==> src/rtl/srb_pkg.sv <==
// Package: shared types and constants for the serial RAM block transfer sequencer.
// Assumes: one instruction byte per frame, 32-bit RAM words built from 8-bit bytes.
package srb_pkg;
    localparam int BYTE_W = 8;

    typedef enum logic [1:0] {
        SQ_IDLE = 2'd0,   // waiting for the instruction byte
        SQ_MOVE = 2'd1,   // transferring words
        SQ_HALT = 2'd2    // frame finished or rejected; bytes ignored
    } sq_state_t;
endpackage

==> src/rtl/srb_byte_rx.sv <==
// Module: srb_byte_rx
// Collects qualified serial bits into bytes while the frame is active.
// Assumes: lsb_first is stable during a frame. A high cs_n clears any partial byte.
module srb_byte_rx
    import srb_pkg::*;
(
    input  logic              clk,
    input  logic              rst_n,
    input  logic              cs_n,
    input  logic              bit_stb,
    input  logic              bit_dat,
    input  logic              lsb_first,
    output logic              byte_vld,
    output logic [BYTE_W-1:0] byte_q
);
    localparam int CNT_W = $clog2(BYTE_W);

    logic [CNT_W-1:0]  bit_cnt;
    logic [BYTE_W-1:0] shreg;

    // Shift in one bit per strobe and flag a byte after the eighth bit.
    always_ff @(posedge clk) begin
        if (!rst_n) begin
            bit_cnt  <= '0;
            shreg    <= '0;
            byte_vld <= 1'b0;
        end else begin
            byte_vld <= 1'b0;
            if (cs_n) begin
                bit_cnt <= '0;
            end else if (bit_stb) begin
                if (lsb_first) begin
                    shreg <= {bit_dat, shreg[BYTE_W-1:1]};
                end else begin
                    shreg <= {shreg[BYTE_W-2:0], bit_dat};
                end
                bit_cnt <= bit_cnt + 1'b1;
                if (bit_cnt == CNT_W'(BYTE_W - 1)) begin
                    byte_vld <= 1'b1;
                end
            end
        end
    end

    assign byte_q = shreg;


    byte_pulse_chk: assert property (@(posedge clk) disable iff (!rst_n)
        byte_vld |=> !byte_vld);
endmodule

==> src/rtl/srb_word_pack.sv <==
// Module: srb_word_pack
// Packs accepted bytes into a RAM word and pulses word_vld once the word is full.
// Assumes: lsb_mode is held for the whole transfer. A high cs_n drops a partial word.
module srb_word_pack
    import srb_pkg::*;
#(
    parameter int WORD_W = 32
) (
    input  logic              clk,
    input  logic              rst_n,
    input  logic              cs_n,
    input  logic              byte_vld,
    input  logic [BYTE_W-1:0] byte_q,
    input  logic              accept,
    input  logic              lsb_mode,
    output logic              word_vld,
    output logic [WORD_W-1:0] word_q
);
    localparam int NBYTES = WORD_W / BYTE_W;
    localparam int BC_W   = (NBYTES > 1) ? $clog2(NBYTES) : 1;

    logic [BC_W-1:0] byte_cnt;
    logic            take;

    assign take = byte_vld && accept && !cs_n;

    // Place each byte at the end chosen by the mode and release the full word.
    always_ff @(posedge clk) begin
        if (!rst_n) begin
            byte_cnt <= '0;
            word_q   <= '0;
            word_vld <= 1'b0;
        end else begin
            word_vld <= 1'b0;
            if (cs_n) begin
                byte_cnt <= '0;
            end else if (take) begin
                if (lsb_mode) begin
                    word_q <= {byte_q, word_q[WORD_W-1:BYTE_W]};
                end else begin
                    word_q <= {word_q[WORD_W-BYTE_W-1:0], byte_q};
                end
                if (byte_cnt == BC_W'(NBYTES - 1)) begin
                    byte_cnt <= '0;
                    word_vld <= 1'b1;
                end else begin
                    byte_cnt <= byte_cnt + 1'b1;
                end
            end
        end
    end


    word_pulse_chk: assert property (@(posedge clk) disable iff (!rst_n)
        word_vld |=> !word_vld);

    word_after_byte_chk: assert property (@(posedge clk) disable iff (!rst_n)
        word_vld |-> $past(byte_vld));
endmodule

==> src/rtl/srb_seq_ctl.sv <==
// Module: srb_seq_ctl
// Decodes the instruction byte, samples the selected segment and steps the word address.
// Assumes: the segment descriptors are packed ADDR_W fields, with profile p at p*ADDR_W.
module srb_seq_ctl
    import srb_pkg::*;
#(
    parameter int          ADDR_W  = 10,
    parameter int          PROF_W  = 2,
    parameter logic [4:0]  RAM_SEL = 5'b01011
) (
    input  logic                          clk,
    input  logic                          rst_n,
    input  logic                          cs_n,
    input  logic                          byte_vld,
    input  logic [BYTE_W-1:0]             byte_q,
    input  logic [PROF_W-1:0]             prof_sel,
    input  logic [(ADDR_W<<PROF_W)-1:0]   seg_beg,
    input  logic [(ADDR_W<<PROF_W)-1:0]   seg_fin,
    input  logic                          lsb_first,
    input  logic                          word_vld,
    output logic                          xfer_en,
    output logic                          lsb_lat,
    output logic [ADDR_W-1:0]             cur_addr,
    output logic                          done
);
    localparam int NSEG = 1 << PROF_W;

    sq_state_t         state;
    logic [ADDR_W-1:0] stop_addr;
    logic [ADDR_W-1:0] lo_addr;
    logic [ADDR_W-1:0] hi_addr;
    logic [ADDR_W-1:0] pick_beg;
    logic [ADDR_W-1:0] pick_fin;
    logic [ADDR_W-1:0] pick_start;
    logic [ADDR_W-1:0] pick_stop;
    logic [ADDR_W-1:0] pick_hi;
    logic              instr_hit;
    logic              last_word;

    // Select the begin and final addresses of the profile currently on the pins.
    always_comb begin
        pick_beg = '0;
        pick_fin = '0;
        for (int p = 0; p < NSEG; p++) begin
            if (prof_sel == PROF_W'(p)) begin
                pick_beg = seg_beg[p*ADDR_W +: ADDR_W];
                pick_fin = seg_fin[p*ADDR_W +: ADDR_W];
            end
        end
    end

    // Work out the start, stop and upper bound of the sweep, folding a reversed segment to one word.
    always_comb begin
        if (pick_fin < pick_beg) begin
            pick_start = pick_beg;
            pick_stop  = pick_beg;
            pick_hi    = pick_beg;
        end else if (lsb_first) begin
            pick_start = pick_beg;
            pick_stop  = pick_fin;
            pick_hi    = pick_fin;
        end else begin
            pick_start = pick_fin;
            pick_stop  = pick_beg;
            pick_hi    = pick_fin;
        end
    end

    assign instr_hit = (byte_q[BYTE_W-1] == 1'b0) && (byte_q[4:0] == RAM_SEL);
    assign last_word = (cur_addr == stop_addr);

    // Frame state machine: wait for the instruction, move words, then ignore the rest.
    always_ff @(posedge clk) begin
        if (!rst_n) begin
            state     <= SQ_IDLE;
            cur_addr  <= '0;
            stop_addr <= '0;
            lo_addr   <= '0;
            hi_addr   <= '0;
            lsb_lat   <= 1'b0;
        end else if (cs_n) begin
            state <= SQ_IDLE;
        end else begin
            case (state)
                SQ_IDLE: begin
                    if (byte_vld) begin
                        if (instr_hit) begin
                            state     <= SQ_MOVE;
                            cur_addr  <= pick_start;
                            stop_addr <= pick_stop;
                            lo_addr   <= pick_beg;
                            hi_addr   <= pick_hi;
                            lsb_lat   <= lsb_first;
                        end else begin
                            state <= SQ_HALT;
                        end
                    end
                end
                SQ_MOVE: begin
                    if (word_vld) begin
                        if (last_word) begin
                            state <= SQ_HALT;
                        end else if (lsb_lat) begin
                            cur_addr <= cur_addr + 1'b1;
                        end else begin
                            cur_addr <= cur_addr - 1'b1;
                        end
                    end
                end
                default: state <= SQ_HALT;
            endcase
        end
    end

    // Raise done for one clock after the last word's write pulse.
    always_ff @(posedge clk) begin
        if (!rst_n) begin
            done <= 1'b0;
        end else begin
            done <= word_vld && (state == SQ_MOVE) && last_word;
        end
    end

    assign xfer_en = (state == SQ_MOVE);


    done_after_write_chk: assert property (@(posedge clk) disable iff (!rst_n)
        done |-> $past(word_vld));

    done_pulse_chk: assert property (@(posedge clk) disable iff (!rst_n)
        done |=> !done);

    addr_in_seg_chk: assert property (@(posedge clk) disable iff (!rst_n)
        (word_vld && state == SQ_MOVE) |-> (cur_addr >= lo_addr && cur_addr <= hi_addr));

    addr_step_chk: assert property (@(posedge clk) disable iff (!rst_n)
        (state == SQ_MOVE && word_vld && !last_word && !cs_n) |=>
        (cur_addr == (lsb_lat ? ADDR_W'($past(cur_addr) + 1'b1)
                              : ADDR_W'($past(cur_addr) - 1'b1))));
endmodule

==> src/rtl/srb_seq_top.sv <==
// Module: srb_seq_top
// Top of the serial RAM block transfer sequencer: byte receiver, control and word packer.
// Assumes: lsb_first and the segment inputs are driven from settled configuration state.
module srb_seq_top
    import srb_pkg::*;
#(
    parameter int ADDR_W = 10,
    parameter int PROF_W = 2,
    parameter int WORD_W = 32
) (
    input  logic                         clk,
    input  logic                         rst_n,
    input  logic                         cs_n,
    input  logic                         bit_stb,
    input  logic                         bit_dat,
    input  logic                         lsb_first,
    input  logic [PROF_W-1:0]            prof_sel,
    input  logic [(ADDR_W<<PROF_W)-1:0]  seg_beg,
    input  logic [(ADDR_W<<PROF_W)-1:0]  seg_fin,
    output logic                         ram_we,
    output logic [ADDR_W-1:0]            ram_addr,
    output logic [WORD_W-1:0]            ram_wdata,
    output logic                         done
);
    logic              byte_vld;
    logic [BYTE_W-1:0] byte_q;
    logic              xfer_en;
    logic              lsb_lat;
    logic              word_vld;
    logic [WORD_W-1:0] word_q;
    logic [ADDR_W-1:0] cur_addr;

    srb_byte_rx u_byte_rx (
        .clk       (clk),
        .rst_n     (rst_n),
        .cs_n      (cs_n),
        .bit_stb   (bit_stb),
        .bit_dat   (bit_dat),
        .lsb_first (lsb_first),
        .byte_vld  (byte_vld),
        .byte_q    (byte_q)
    );

    srb_seq_ctl #(
        .ADDR_W (ADDR_W),
        .PROF_W (PROF_W)
    ) u_seq_ctl (
        .clk       (clk),
        .rst_n     (rst_n),
        .cs_n      (cs_n),
        .byte_vld  (byte_vld),
        .byte_q    (byte_q),
        .prof_sel  (prof_sel),
        .seg_beg   (seg_beg),
        .seg_fin   (seg_fin),
        .lsb_first (lsb_first),
        .word_vld  (word_vld),
        .xfer_en   (xfer_en),
        .lsb_lat   (lsb_lat),
        .cur_addr  (cur_addr),
        .done      (done)
    );

    srb_word_pack #(
        .WORD_W (WORD_W)
    ) u_word_pack (
        .clk      (clk),
        .rst_n    (rst_n),
        .cs_n     (cs_n),
        .byte_vld (byte_vld),
        .byte_q   (byte_q),
        .accept   (xfer_en),
        .lsb_mode (lsb_lat),
        .word_vld (word_vld),
        .word_q   (word_q)
    );

    assign ram_we    = word_vld;
    assign ram_addr  = cur_addr;
    assign ram_wdata = word_q;


    no_write_after_done_chk: assert property (@(posedge clk) disable iff (!rst_n)
        done |=> !ram_we);

    reset_quiet_chk: assert property (@(posedge clk)
        $past(!rst_n) |-> (!ram_we && !done));
endmodule

==> config.mk <==
export PLATFORM = sky130hd
export DESIGN_NAME = srb_seq_top
export DESIGN_NICKNAME = d
export VERILOG_FILES = /design/src/rtl/srb_pkg.sv /design/src/rtl/srb_byte_rx.sv /design/src/rtl/srb_word_pack.sv /design/src/rtl/srb_seq_ctl.sv /design/src/rtl/srb_seq_top.sv
export SDC_FILE = /design/constraint.sdc
export NUM_CORES = 1
export LEC_CHECK = 0
export ABC_AREA = 1
export CORE_MARGIN = 2
export CORE_UTILIZATION = 35
export CTS_CLUSTER_DIAMETER = 100
export DETAILED_ROUTE_END_ITERATION = 8
export SKIP_CTS_REPAIR_TIMING = 1
export SYNTH_ARGS = -nofsm -noshare
export SYNTH_HDL_FRONTEND = slang
export SYNTH_SLANG_ARGS = --single-unit
==> constraint.sdc <==
create_clock -name clk -period 5.6 [get_ports clk]
set_input_delay 0.84 -clock clk [delete_from_list [all_inputs] [get_ports clk]]
set_output_delay 0.84 -clock clk [all_outputs]
set_load 0.1 [all_outputs]
Word level (Yosys, flattened, before mapping). Cells that the tools add are included.

$add $sub $neg: 4. Magnitude comparators: 1. Eq/ne operators: 13. Mux-type cells: 28. Bitwise gates (word level): 5. Reductions and logical operators: 17.

Operators by type and width (count): $mux W10 (17); $mux W32 (1); $pmux W10 S2 (1); $add A10 B1 Y10 const B (1); $eq A10 B10 Y1 (1); $lt A10 B10 Y1 (1); $mux W2 (5); $sub A10 B1 Y10 const B (1); $mux W8 (1); $ne A2 B2 Y1 const B (4); $eq A2 B2 Y1 const B (3); $reduce_and A6 Y1 (1); $reduce_or A3 Y1 (2); $eq A5 B4 Y1 const B (1); $logic_and A1 B1 Y1 (5); $not A1 Y1 (5); $eq A2 B1 Y1 const B (2); $logic_not A2 Y1 (2); $pmux W2 S2 (1); $reduce_and A2 Y1 (2); $reduce_and A4 Y1 (1); $add A3 B1 Y3 const B (1); $eq A3 B3 Y1 const B (1); $reduce_and A3 Y1 (1); 6 further kinds (7).

Flip-flop bits (word level): 71. Output and inout port bits: 44. Word-level logic and storage cells: 79.

Longest topological paths before layout.
Depth in word-level cells: 10. Mapped depth: 18.

Cells and area by module. Synthesis repeated with hierarchy kept, for this count alone.

Cell total of the unflattened synthesis: 927. Area, all modules: 5317.6 um^2.

By module, submodules not included: srb_seq_ctl (instances 1, cells each 497, area an instance 2816.5 um^2, seq. area each 480.5 um^2); srb_word_pack (instances 1, cells each 327, area an instance 1878.1 um^2, seq. area each 700.7 um^2); srb_byte_rx (instances 1, cells each 103, area an instance 623.1 um^2, seq. area each 240.2 um^2).

Worst setup path before layout. OpenSTA, ideal clock, no wires.

Kind: input to register. From: in prof_sel[1]. To: reg u_seq_ctl.stop_addr[0]. Library setup time: 0.073 ns. Arrival: 2.820 ns. Data required time: 5.527 ns. Path slack: 2.707 ns. Stages: 16. Buffers on the path: 2. Cell sequence: nor2_2 buf_2 nand2_1 nand3_1 o21ai_0 ha_1 nand2_1 inv_1 o21ai_0 nand2_1 nor2_1 buf_1 nand3_1 nand2_1 nand2_1 a21oi_1.

Word-level cells in the longest chain between the ends: 7.

Ends and longest elaborated chain: from (decl) (RTL line srb_seq_top.sv:17) `input logic [PROF_W-1:0] prof_sel,`; $logic_not A2 Y1 (RTL line srb_seq_ctl.sv:45) `if (prof_sel == PROF_W'(p)) begin`; $mux W10 (4 in a row) (RTL line srb_seq_ctl.sv:45); $lt A10 B10 Y1 or $mux W10 (tied branches) (RTL line srb_seq_ctl.sv:54, srb_seq_ctl.sv:58); $mux W10 * (RTL line srb_seq_ctl.sv:54) `if (pick_fin < pick_beg) begin`; to (signal assigned) (RTL line srb_seq_ctl.sv:90) `stop_addr <= pick_stop;`; to (decl) (RTL line srb_seq_ctl.sv:29) `logic [ADDR_W-1:0] stop_addr;`.

Mark *: on every way between the ends. The rest lies on a longest branch, timed or not. A chain may end at the register's enable or synchronous reset.

Worst setup path after layout.
From: in prof_sel[1]. To: reg u_seq_ctl.cur_addr[0].

Word-level cells in the longest chain between the ends: 10.

Ends and longest elaborated chain: $logic_not A2 Y1 (RTL line srb_seq_ctl.sv:45); $mux W10 (4 in a row) (RTL line srb_seq_ctl.sv:45); $lt A10 B10 Y1 or $mux W10 (tied branches) (RTL line srb_seq_ctl.sv:54, srb_seq_ctl.sv:58); $mux W10 * (RTL line srb_seq_ctl.sv:54); $mux W10 * (RTL line srb_seq_ctl.sv:87) `if (instr_hit) begin`; $mux W10 * (RTL line srb_seq_ctl.sv:86) `if (byte_vld) begin`; $pmux W10 S2 * (RTL line srb_seq_ctl.sv:84) `case (state)`; to (signal assigned) (RTL line srb_seq_ctl.sv:89) `cur_addr <= pick_start;`; to (signal assigned) (RTL line srb_seq_ctl.sv:104) `cur_addr <= cur_addr + 1'b1;`; to (signal assigned) (RTL line srb_seq_ctl.sv:106) `cur_addr <= cur_addr - 1'b1;`; to (decl) (RTL line srb_seq_ctl.sv:23) `output logic [ADDR_W-1:0] cur_addr,`.

Mark *: on every way between the ends. The rest lies on a longest branch, timed or not. The select of a mux whose other input is x is not followed.

==> impl_results.md <==
- Outcome: complete, no violations
- Multi-input gate area: 2880 µm²
- Largest net degree at the start of global routing: 69
- Core area: approximately 13000 µm²
- Critical Path Most Common Cell: nand2_1
- Worst-path clk slew: ~0.06 ns
- Skew final: a little over 0.01 ns
- Leakage: approximately 2.6 nW
- PD cells: between 200 and 250 nW/µm²
- WP data required: between 5 and 6 ns
- Post-Synth XOR/XNOR Area: 2.43%
- Setup Crit Path Kind: in2reg
- Depth of the CTS H-tree: 3
- WL/cell: between 10 and 15 µm
- Final setup margin: between 1 and 1.5 ns
- IO Port Bufs: between 100 and 150
- Mux contribution to synthesized area: 0%
- Vias in the first global route: a little under 5000
- Hold Crit Start: u_word_pack.byte_cnt[1]
- Drt pass-1 iters: 5
- RD Place Congestion: ~0.86
- Main combinational cell family by area after synthesis: simple AND/OR/NAND/NOR gates
- Final hold violation count: 0
- Reg-to-reg startpoint: u_seq_ctl.state[0]
- Syn_nets: about 860
- Hold crit path type: reg2reg
- Final net count: slightly below 1000
- Crit-path max FO: 20
- Fmax: between 0.2 and 0.25 GHz
- Compound-Gate Fraction of Synth Area: 22.3%
- Cell count after synthesis: roughly 750
- Initial antenna violation count: 0
- Ys flop type: dfxtp_1
- All-Layer GR Usage: between 10% and 20%
- Post-DP HPWL: ~11 mm
- Maxcap violations: 0
- Synth warn: 0
- Number of fillers in the final layout: around 1400
- Total CTS buffers: 9
- Vias: 5128
- CP endpoint kind: flop
- Worst slew pin tran: ~1.0 ns
- Post-synth EDFFs: 0
- Pre-CTS WS: between 0.9 and 1 ns
- Avg Vias per Cell: slightly below 5
- CTS tree: built
- Root Buffer: clkbuf_16
- Clock tree buffer depth: 2
- RSZ-0062 raised after global routing: false
- Netlist cell types: 36
- Initial Util: roughly 36%
- Tcrit/Tclk final: between 70 and 80%
- Synth-to-Final Area Change: 35.8%
- Worst r2r dst: u_seq_ctl.cur_addr[1]
- Routed Antenna Nets: 0
- Residual DRC: 0
- Tmin final: between 4 and 5 ns
- Post-Syn Area: 4690 µm²
- Critical path data arrival time: 4.53 ns
- Most frequent cells in the layout: 279 x nand2_1, 131 x clkdlybuf4s50_1, 82 x o21ai_0
- Critical path, cell by cell: clkdlybuf4s50_1 -> nand2_2 -> clkinv_1 -> nand2_1 -> nand4_1 -> ha_1 -> nand2_1 -> inv_1 -> o21ai_0 -> nand2_1 -> nor2_1 -> nand2_2 -> nand2_1 -> nand2_1 -> nand2_1 -> a21oi_1
- Worst R2R Setup Slack: a little under 3 ns
- Crit path max-delay cell type: clkdlybuf4s50_1
- Die height: roughly 120 µm
- Hold path depth: 2
- Sequential Area: 1420 µm²
- First-pass GRT wire length: roughly 23 mm
- End point of the worst hold path: u_word_pack.byte_cnt[1]
- Final setup TNS: 0 ns
- Largest delay share family, worst path: simple AND/OR/NAND/NOR gates
- WL final: between 10 and 15 mm
- Worst setup SP type: primary input
- Post-Synth Simple-Gate Area: just over 30%
- Most common library cell in the layout ignoring fill and taps: nand2_1
- Row cnt: 42
- Max stage delay on crit path: 0.72 ns
- Peak supply drop: between 0.1 and 0.15 mV
- Post-synthesis sequential area ratio: a little under a third
- Yosys reg bits: 71
- Async SR Flop Fraction: 0%
- Initial DRC count: about 320
- Die footprint: between 10000 and 15000 µm²
- Post-synthesis adder-cell area fraction: just under 6%
- Total gr overflow: 0
- Worst-Skew Late Latency: between 0.3 and 0.4 ns
- Depth of the worst register-to-register path: 9
- Sink Count: 71
- Diode count: 0
- Max-slew violation count: 0
- # setup viols final: 0
- CP Buf/Inv Count: 3
- Max-Slew Margin vs Limit: ~33%
- Layout cells sized above 1: between 3 and 4%
- Chip width: 120 µm
- Post-synthesis area per instance: 6.27 µm²
- I/O pin total: ~130
- Overall power: between 0.001 and 0.0015 W
## report_power, final
part           total, W  switching [W]  leakage [nW]  internal (W)
registers      0.000515     0.00000557         0.573      0.000509
clock network  0.000538       0.000225         0.131      0.000313
logic          0.000247       0.000137          1.89      0.000111
total           0.00130       0.000367          2.60      0.000933
## per-layer routing
layer	global-route usage [%]	vias to the layer above	wire [µm]
met1	25.1	2270	6280
met3	3.94	12	760
met5	0	-	0
met4	5.22	0	216
li1	-	2695	-
met2	32.3	151	6330
## registers in the layout, summed over array words and instances (netlist names)
name and flops:
u_byte_rx.bit_cnt 3, u_seq_ctl.done 1, u_byte_rx.byte_q 8, u_seq_ctl.cur_addr 10
u_seq_ctl.state 2, u_word_pack.byte_cnt 2, u_byte_rx.byte_vld 1, u_seq_ctl.stop_addr 10
u_word_pack.word_vld 1, u_word_pack.word_q 32, u_seq_ctl.lsb_lat 1
## kinds of logic (layout without fill, tap and decap cells)
| group | after synthesis | after routing |
|---|---|---|
| buffers and inverters | 97 | 209 |
| adders and majority gates | 21 | 21 |
| xor gates and xnor gates | 13 | 13 |
| and+or+nand+nor | 355 | 355 |
| AOI/OAI and AO/OA | 191 | 191 |
| DFF | 71 | 71 |
## cell type report
cell class                      count  share of cell area [%]
Clock inverter                      6                   0.708
Clock buffer                       10                    3.75
Inverter                           58                    3.42
Tap cell                          176                    3.46
Multi-Input combinational cell    580                    45.3
Sequential cell                    71                    22.3
Timing Repair Buffer              135                    21.1
## cells in the mapped netlist (5+ instances only)
cell type	count	share of area, %
a21oi_1	43	4.6
a31oi_1	41	5.5
clkbuf_1	30	2.4
dfxtp_1	71	30
ha_1	20	5.3
inv_1	51	4.1
nand2_1	279	22
nand3_1	34	3.6
nand4_1	5	0.67
nor2_1	19	1.5
nor3_1	7	0.75
o21ai_0	82	8.8
o21ai_1	11	1.2
xnor2_1	7	1.3
xor2_1	6	1.1
## metrics by stage
step / cells / instance area, µm² / util, % / hold WS, ns
2_1_floorplan: 748 / 4690 / - / 0.443
3_3_place_gp: 1020 / 6080 / 46.3 / 0.452
3_5_place_dp: 1020 / 6080 / 46.3 / 0.464
4_1_cts: 1036 / 6360 / 48.4 / 0.473
5_1_grt: 1036 / 6360 / 48.4 / 0.493
6_report: 1036 / 6360 / 48.4 / 0.465
## how the worst max path moves through the flow
stage                              to  slack (ns)  depth (start not counted)         from
2_1_floorplan  u_seq_ctl.stop_addr[0]        2.71                         16  prof_sel[1]
3_3_place_gp    u_seq_ctl.cur_addr[9]        1.04                         16  prof_sel[1]
3_5_place_dp    u_seq_ctl.cur_addr[1]        0.96                         16  prof_sel[1]
4_1_cts         u_seq_ctl.cur_addr[0]        1.29                         16  prof_sel[1]
5_1_grt         u_seq_ctl.cur_addr[7]        0.85                         16  prof_sel[1]
6_report        u_seq_ctl.cur_addr[0]        1.28                         16  prof_sel[1]
## worst reg2reg max path, cell delays in order (launching register included)
cell and delay (ns):
dfxtp_1 0.33, inv_1 0.04, nor2_1 0.59, inv_1 0.39, o21ai_0 0.32, nor3_1 0.08
nand3_1 0.31, inv_1 0.24, o21ai_0 0.21, a21oi_1 0.06
Note: power is estimated with default switching activity, not from simulation.
